==> src/rtl/dual_ctr_crypt.sv <==
module dual_ctr_crypt #(
  parameter int LINE_W = 512,
  parameter int WORD_W = 16,
  parameter int EPOCH  = 32,
  parameter int CTR_W  = 28,
  parameter int ADDR_W = 32
) (
  input  logic              clk,
  input  logic              rst_n,
  input  logic              cmd_valid,
  output logic              cmd_ready,
  input  logic              cmd_write,
  input  logic [ADDR_W-1:0] cmd_addr,
  input  logic [LINE_W/WORD_W-1:0] cmd_dirty,
  input  logic [LINE_W-1:0] cmd_data,
  output logic              pad_req_valid,
  input  logic              pad_req_ready,
  output logic [ADDR_W-1:0] pad_req_addr,
  output logic [CTR_W-1:0]  pad_req_ctr,
  input  logic              pad_rsp_valid,
  input  logic [LINE_W-1:0] pad_rsp_data,
  output logic              res_valid,
  output logic [LINE_W-1:0] res_data,
  output logic [LINE_W/WORD_W-1:0] res_wmask,
  output logic              res_err,
  output logic              wrap_err
);
  localparam int NW = LINE_W / WORD_W;
  localparam logic [CTR_W-1:0] EMASK = CTR_W'(EPOCH - 1);
  localparam logic [CTR_W-1:0] TMASK = ~EMASK;
  localparam logic [CTR_W-1:0] CMAX  = '1;

  typedef enum logic [2:0] {S_IDLE, S_REQA, S_WAITA, S_REQB, S_WAITB, S_DONE} st_t;

  st_t               st;
  logic [CTR_W-1:0]  ctr, op_ctr;
  logic [NW-1:0]     mod, op_mod;
  logic              op_ep, op_wr;
  logic [ADDR_W-1:0] op_addr;
  logic [LINE_W-1:0] op_data, pad_a;

  logic [CTR_W-1:0]  ctr_inc;
  logic              ep_next, single_pad;
  logic [NW-1:0]     mod_merge, op_mask;
  logic [LINE_W-1:0] lead_pad, wr_line, rd_line;

  assign ctr_inc    = ctr + 1'b1;
  assign ep_next    = (ctr_inc & EMASK) == '0;
  assign mod_merge  = mod | cmd_dirty;
  assign op_mask    = op_ep ? '1 : op_mod;
  assign single_pad = op_ctr == (op_ctr & TMASK);
  assign lead_pad   = (st == S_WAITB) ? pad_a : pad_rsp_data;

  assign cmd_ready     = st == S_IDLE;
  assign res_valid     = st == S_DONE;
  assign pad_req_valid = (st == S_REQA) || (st == S_REQB);
  assign pad_req_addr  = op_addr;
  assign pad_req_ctr   = (st == S_REQB) ? (op_ctr & TMASK) : op_ctr;

  for (genvar w = 0; w < NW; w++) begin : g_word
    assign wr_line[w*WORD_W +: WORD_W] = op_mask[w]
        ? op_data[w*WORD_W +: WORD_W] ^ pad_rsp_data[w*WORD_W +: WORD_W]
        : '0;
    assign rd_line[w*WORD_W +: WORD_W] = op_data[w*WORD_W +: WORD_W] ^
        (mod[w] ? lead_pad[w*WORD_W +: WORD_W] : pad_rsp_data[w*WORD_W +: WORD_W]);
  end

  always_ff @(posedge clk or negedge rst_n) begin
    if (!rst_n) begin
      st        <= S_IDLE;
      ctr       <= '0;
      mod       <= '0;
      op_ctr    <= '0;
      op_mod    <= '0;
      op_ep     <= 1'b0;
      op_wr     <= 1'b0;
      op_addr   <= '0;
      op_data   <= '0;
      pad_a     <= '0;
      res_data  <= '0;
      res_wmask <= '0;
      res_err   <= 1'b0;
      wrap_err  <= 1'b0;
    end else begin
      case (st)
        S_IDLE: if (cmd_valid) begin
          op_wr   <= cmd_write;
          op_addr <= cmd_addr;
          op_data <= cmd_data;
          op_ctr  <= cmd_write ? ctr_inc : ctr;
          op_ep   <= ep_next;
          op_mod  <= ep_next ? '0 : mod_merge;
          if (cmd_write && ctr == CMAX) begin
            res_err   <= 1'b1;
            wrap_err  <= 1'b1;
            res_wmask <= '0;
            res_data  <= '0;
            st        <= S_DONE;
          end else begin
            res_err <= 1'b0;
            st      <= S_REQA;
          end
        end
        S_REQA: if (pad_req_ready) st <= S_WAITA;
        S_WAITA: if (pad_rsp_valid) begin
          if (op_wr) begin
            res_data  <= wr_line;
            res_wmask <= op_mask;
            ctr       <= op_ctr;
            mod       <= op_mod;
            st        <= S_DONE;
          end else if (single_pad) begin
            res_data  <= rd_line;
            res_wmask <= '0;
            st        <= S_DONE;
          end else begin
            pad_a <= pad_rsp_data;
            st    <= S_REQB;
          end
        end
        S_REQB: if (pad_req_ready) st <= S_WAITB;
        S_WAITB: if (pad_rsp_valid) begin
          res_data  <= rd_line;
          res_wmask <= '0;
          st        <= S_DONE;
        end
        default: st <= S_IDLE;
      endcase
    end
  end
endmodule

==> config.mk <==
export PLATFORM = sky130hd
export DESIGN_NAME = dual_ctr_crypt
export DESIGN_NICKNAME = d
export VERILOG_FILES = /design/src/rtl/dual_ctr_crypt.sv
export SDC_FILE = /design/constraint.sdc
export NUM_CORES = 2
export LEC_CHECK = 0
export ABC_AREA = 1
export BUFFER_PORTS_ARGS = -buffer_cell sky130_fd_sc_hd__buf_2
export CORE_AREA = 10 10 648 650
export DETAILED_ROUTE_END_ITERATION = 8
export DIE_AREA = 0 0 658 660
export GPL_TIMING_DRIVEN = 0
export HOLD_SLACK_MARGIN = 0.02
export PLACE_DENSITY_LB_ADDON = 0.25
export SLEW_MARGIN = 20
export SYNTH_ARGS = -nofsm -noshare
export SYNTH_HDL_FRONTEND = slang
export SYNTH_SLANG_ARGS = --single-unit
==> constraint.sdc <==
create_clock -name clk -period 2 [get_ports clk]
set_input_delay 0.3 -clock clk [delete_from_list [all_inputs] [get_ports clk]]
set_output_delay 0.3 -clock clk [all_outputs]
set_load 0.05 [all_outputs]
==> out/metrics.cfg <==
[worst_setup_path]
crit_slowest_cell = clkbuf_1
arrival_ns = 3.47
cp-start-kind = flop
worstReg2RegEnd = res_data[301]
worst_ep_required_time_ns = 2.88
path_delay_family = buffers and inverters
cp_max_fo = 10
cp-end-kind = flop
worstPathBufferInverterCount = 4
cp_cell_sequence = nor2_4, buf_12, nand2_1, bufinv_8, clkbuf_8, clkbuf_1, nand2_1, nand2_1, nand2_1, nand2_1
reg2reg_depth = 10
r2r_start = st[1]
cpMostUsedCell = nand2_1
timing.reg2reg.setup_slack_ns = -0.59
slowest_delay_ns = 0.65
worstSetupPathType = reg -> reg

[grt]
top_usage_layer = met2
grt_use_met3_pct = 5.365
use_met2_pct = 40.56
grt_max_degree = 124
grt_first_pass_wirelength_mm = 818.8
first_global_vias = 108000
met1_usage_pct = 33.55
antenna_found_initial = 244
gr-total-overflow = 0
track_usage_pct = 25.76

[status]
violations = negative hold slack, negative setup slack
status = complete, but fails checks

[die]
core_um2 = 405800
pin_count = 1703
fp.dieH_um = 660
start_util_pct = 24.87
rows = 234
die_x_um = 658
die_area_um2 = 434300

[synthesis]
syn-num-nets = 15780
yosys_warnings = 0
yosys_register_bits = 1727
synth.distinct_cells = 34
synth_area_per_cell_um2 = 6.871
netlist_area_um2 = 100900
synth-seq-area-share_pct = 42.83
syn_inst = 14690

[sta]
layout_setup_ws_ns = -0.5901
whs_ns = -0.4512
rsz0062_at_grt = yes
tightest_slew_ns = 1.081
period_needed_ns = 2.590
drv_slew = 0
hold_viol_final = 175
fmax_mhz = 386.1
setup_viol = 2204
post-route-period-util_pct = 129.5
relSlewSlack_pct = 27.44
fin_skew_ns = 0.06375

[cells_and_area]
nNetsFinal = 18940
final_util_pct = 34.52
n_fill_cell = 43730
drive_gt1_share_pct = 16.43
most-common-layout-cells = 5894 x nand2_1, 1887 x buf_2, 1726 x dfrtp_1
layout_commonest_cell = nand2_1
area_growth_pct = 38.81

[drt]
ant_nets = 0
vias_per_cell = 4.859
vias = 114700
route.detailed.drc = 0
wl_per_cell_um = 25.27
drt_iter0_markers = 11710
routed_wl_mm = 596.7
firstDrtPassIters = 8

[power_and_ir_drop]
pwr-share-clk_pct = 20.7
combPwrFrac_pct = 51.9
ir_drop_uv = 892.1
switching_power_mw = 102.5
p_total_mw = 208.8
cellInternalPower_mw = 106.3
p_sw_share_pct = 49.10
power.density_nw_per_um2 = 1490
p_seq_share_pct = 27.3
leakage_nw = 72.98

[placement]
gp_congestion = 0.9334
dp_hpwl_mm = 457.2
portBuffers = 1701

[cts]
clock-sinks = 1727
cts_buffers = 222
cts-root-buf = clkbuf_16
cts_tree = done
clkTransAtPathRegs_ns = 0.06
cts_max_path_buffers = 4
clkLatencyLatePin_ns = 0.95
h-tree-depth = 4

[job]
maxCapViolations = 0

[worst_hold_path]
hp-class = in -> async

==> cell usage after synthesis, drive strengths merged <==
master  number  area share [%]
a21oi       21            0.10
a22oi        1          0.0074
nand3b       1          0.0074
nor2       125            0.48
xor2         2           0.017
a211oi       1          0.0074
nand2     5929              22
nor3         4           0.020
o211ai       1          0.0074
and3         2           0.012
buf        479             2.7
xnor2      511             4.4
nand3     1598             7.9
nand4      518             3.2
o22ai        7           0.043
o21ai     1710             8.5
mux2         1           0.011
clkbuf     409             1.5
or2          1          0.0062
inv       1634             6.1
ha           1           0.012
o21bai       1          0.0074
dfrtp     1727              43
o221ai       2           0.017
==> tightest hold or removal path: stages <==
cell and delay, ns:
buf_16 0.08, buf_12 0.09, buf_12 0.09, buf_12 0.09, buf_12 0.21
==> cell families after synthesis <==
family	synth area share, %
simple gates	33.74
buf+inv	10.28
compound gates	8.676
flops	42.83
xor+xnor	4.453
mux	0.01116
fa+ha+maj	0.01240
==> final cells by class <==
cell class,instances,area [µm²],share of cell area [%]
multi-input combinational,10440,48040,34.30
sequential,1727,43220,30.86
timing repair buffer,2934,22020,15.72
tap,5428,6792,4.849
clock buffer,327,6513,4.650
inverter,1634,6220,4.441
buffer,887,5788,4.132
clock inverter,80,1082,0.7727
antenna,155,387.9,0.2769
==> timing repair <==
action / CTS / global route
gates cloned: 1 / 21
resized for setup: 471 / 435
hold endpoints to repair: 1838 / 298
setup buffers: 14 / 25
pin swaps: 7 / 5
hold buffers: 1130 / 4
endpoints found under the setup margin: 2539 / 2510
==> registers in the layout (all words and copies together) (netlist names), 3 cells and up <==
name,cells
pad_a,512
ctr,28
op_mod,32
res_wmask,32
op_data,512
st,3
res_data,512
op_ctr,28
mod,32
pad_req_addr,32
==> through the flow <==
stage / cell area (µm²) / TNS [ns] / std cells / setup slack (ns)
floorplan: 100900 / 0 / 14690 / 0.01081
global placement: 116200 / - / 21820 / -43.46
detailed placement: 117300 / -3877.97 / 21850 / -2.482
global route: 139900 / -1026.90 / 23560 / -0.6753
CTS: 137700 / -1011.34 / 23410 / -0.6585
finish: 140100 / -700.86 / 23610 / -0.5901
==> power by group through the flow <==
stage               Sequential (mW)  Combinational (mW)  Clock, mW
detailed placement             57.1                98.8          0
global route                   58.7                 117       45.1
finish                         57.1                 108       43.2
floorplan                      62.7                53.8          0
global placement               57.3                97.1          0
CTS                            56.7                 104       43.9
==> how the worst max path moves through the flow <==
stage                     startpoint        endpoint  slack (ns)  cells past startpoint
after floorplan                st[2]           st[1]        0.01                      7
after CTS                      st[2]  pad_req_ctr[1]       -0.66                      5
after global routing           st[2]  pad_req_ctr[0]       -0.68                      5
after global placement         rst_n   res_data[475]      -43.46                      1
final                          st[1]   res_data[301]       -0.59                     10
after detailed placement       op_wr      pad_a[279]       -2.48                     10
==> layer usage <==
layer  share of wire (%)  vias to the layer above
met5               0.029                        -
met4                 5.7                       28
met3                 8.1                     1179
met2                  45                     5134
met1                  41                    55280
li1                    -                    53100
No activity file was read; power rests on OpenSTA's default activity.
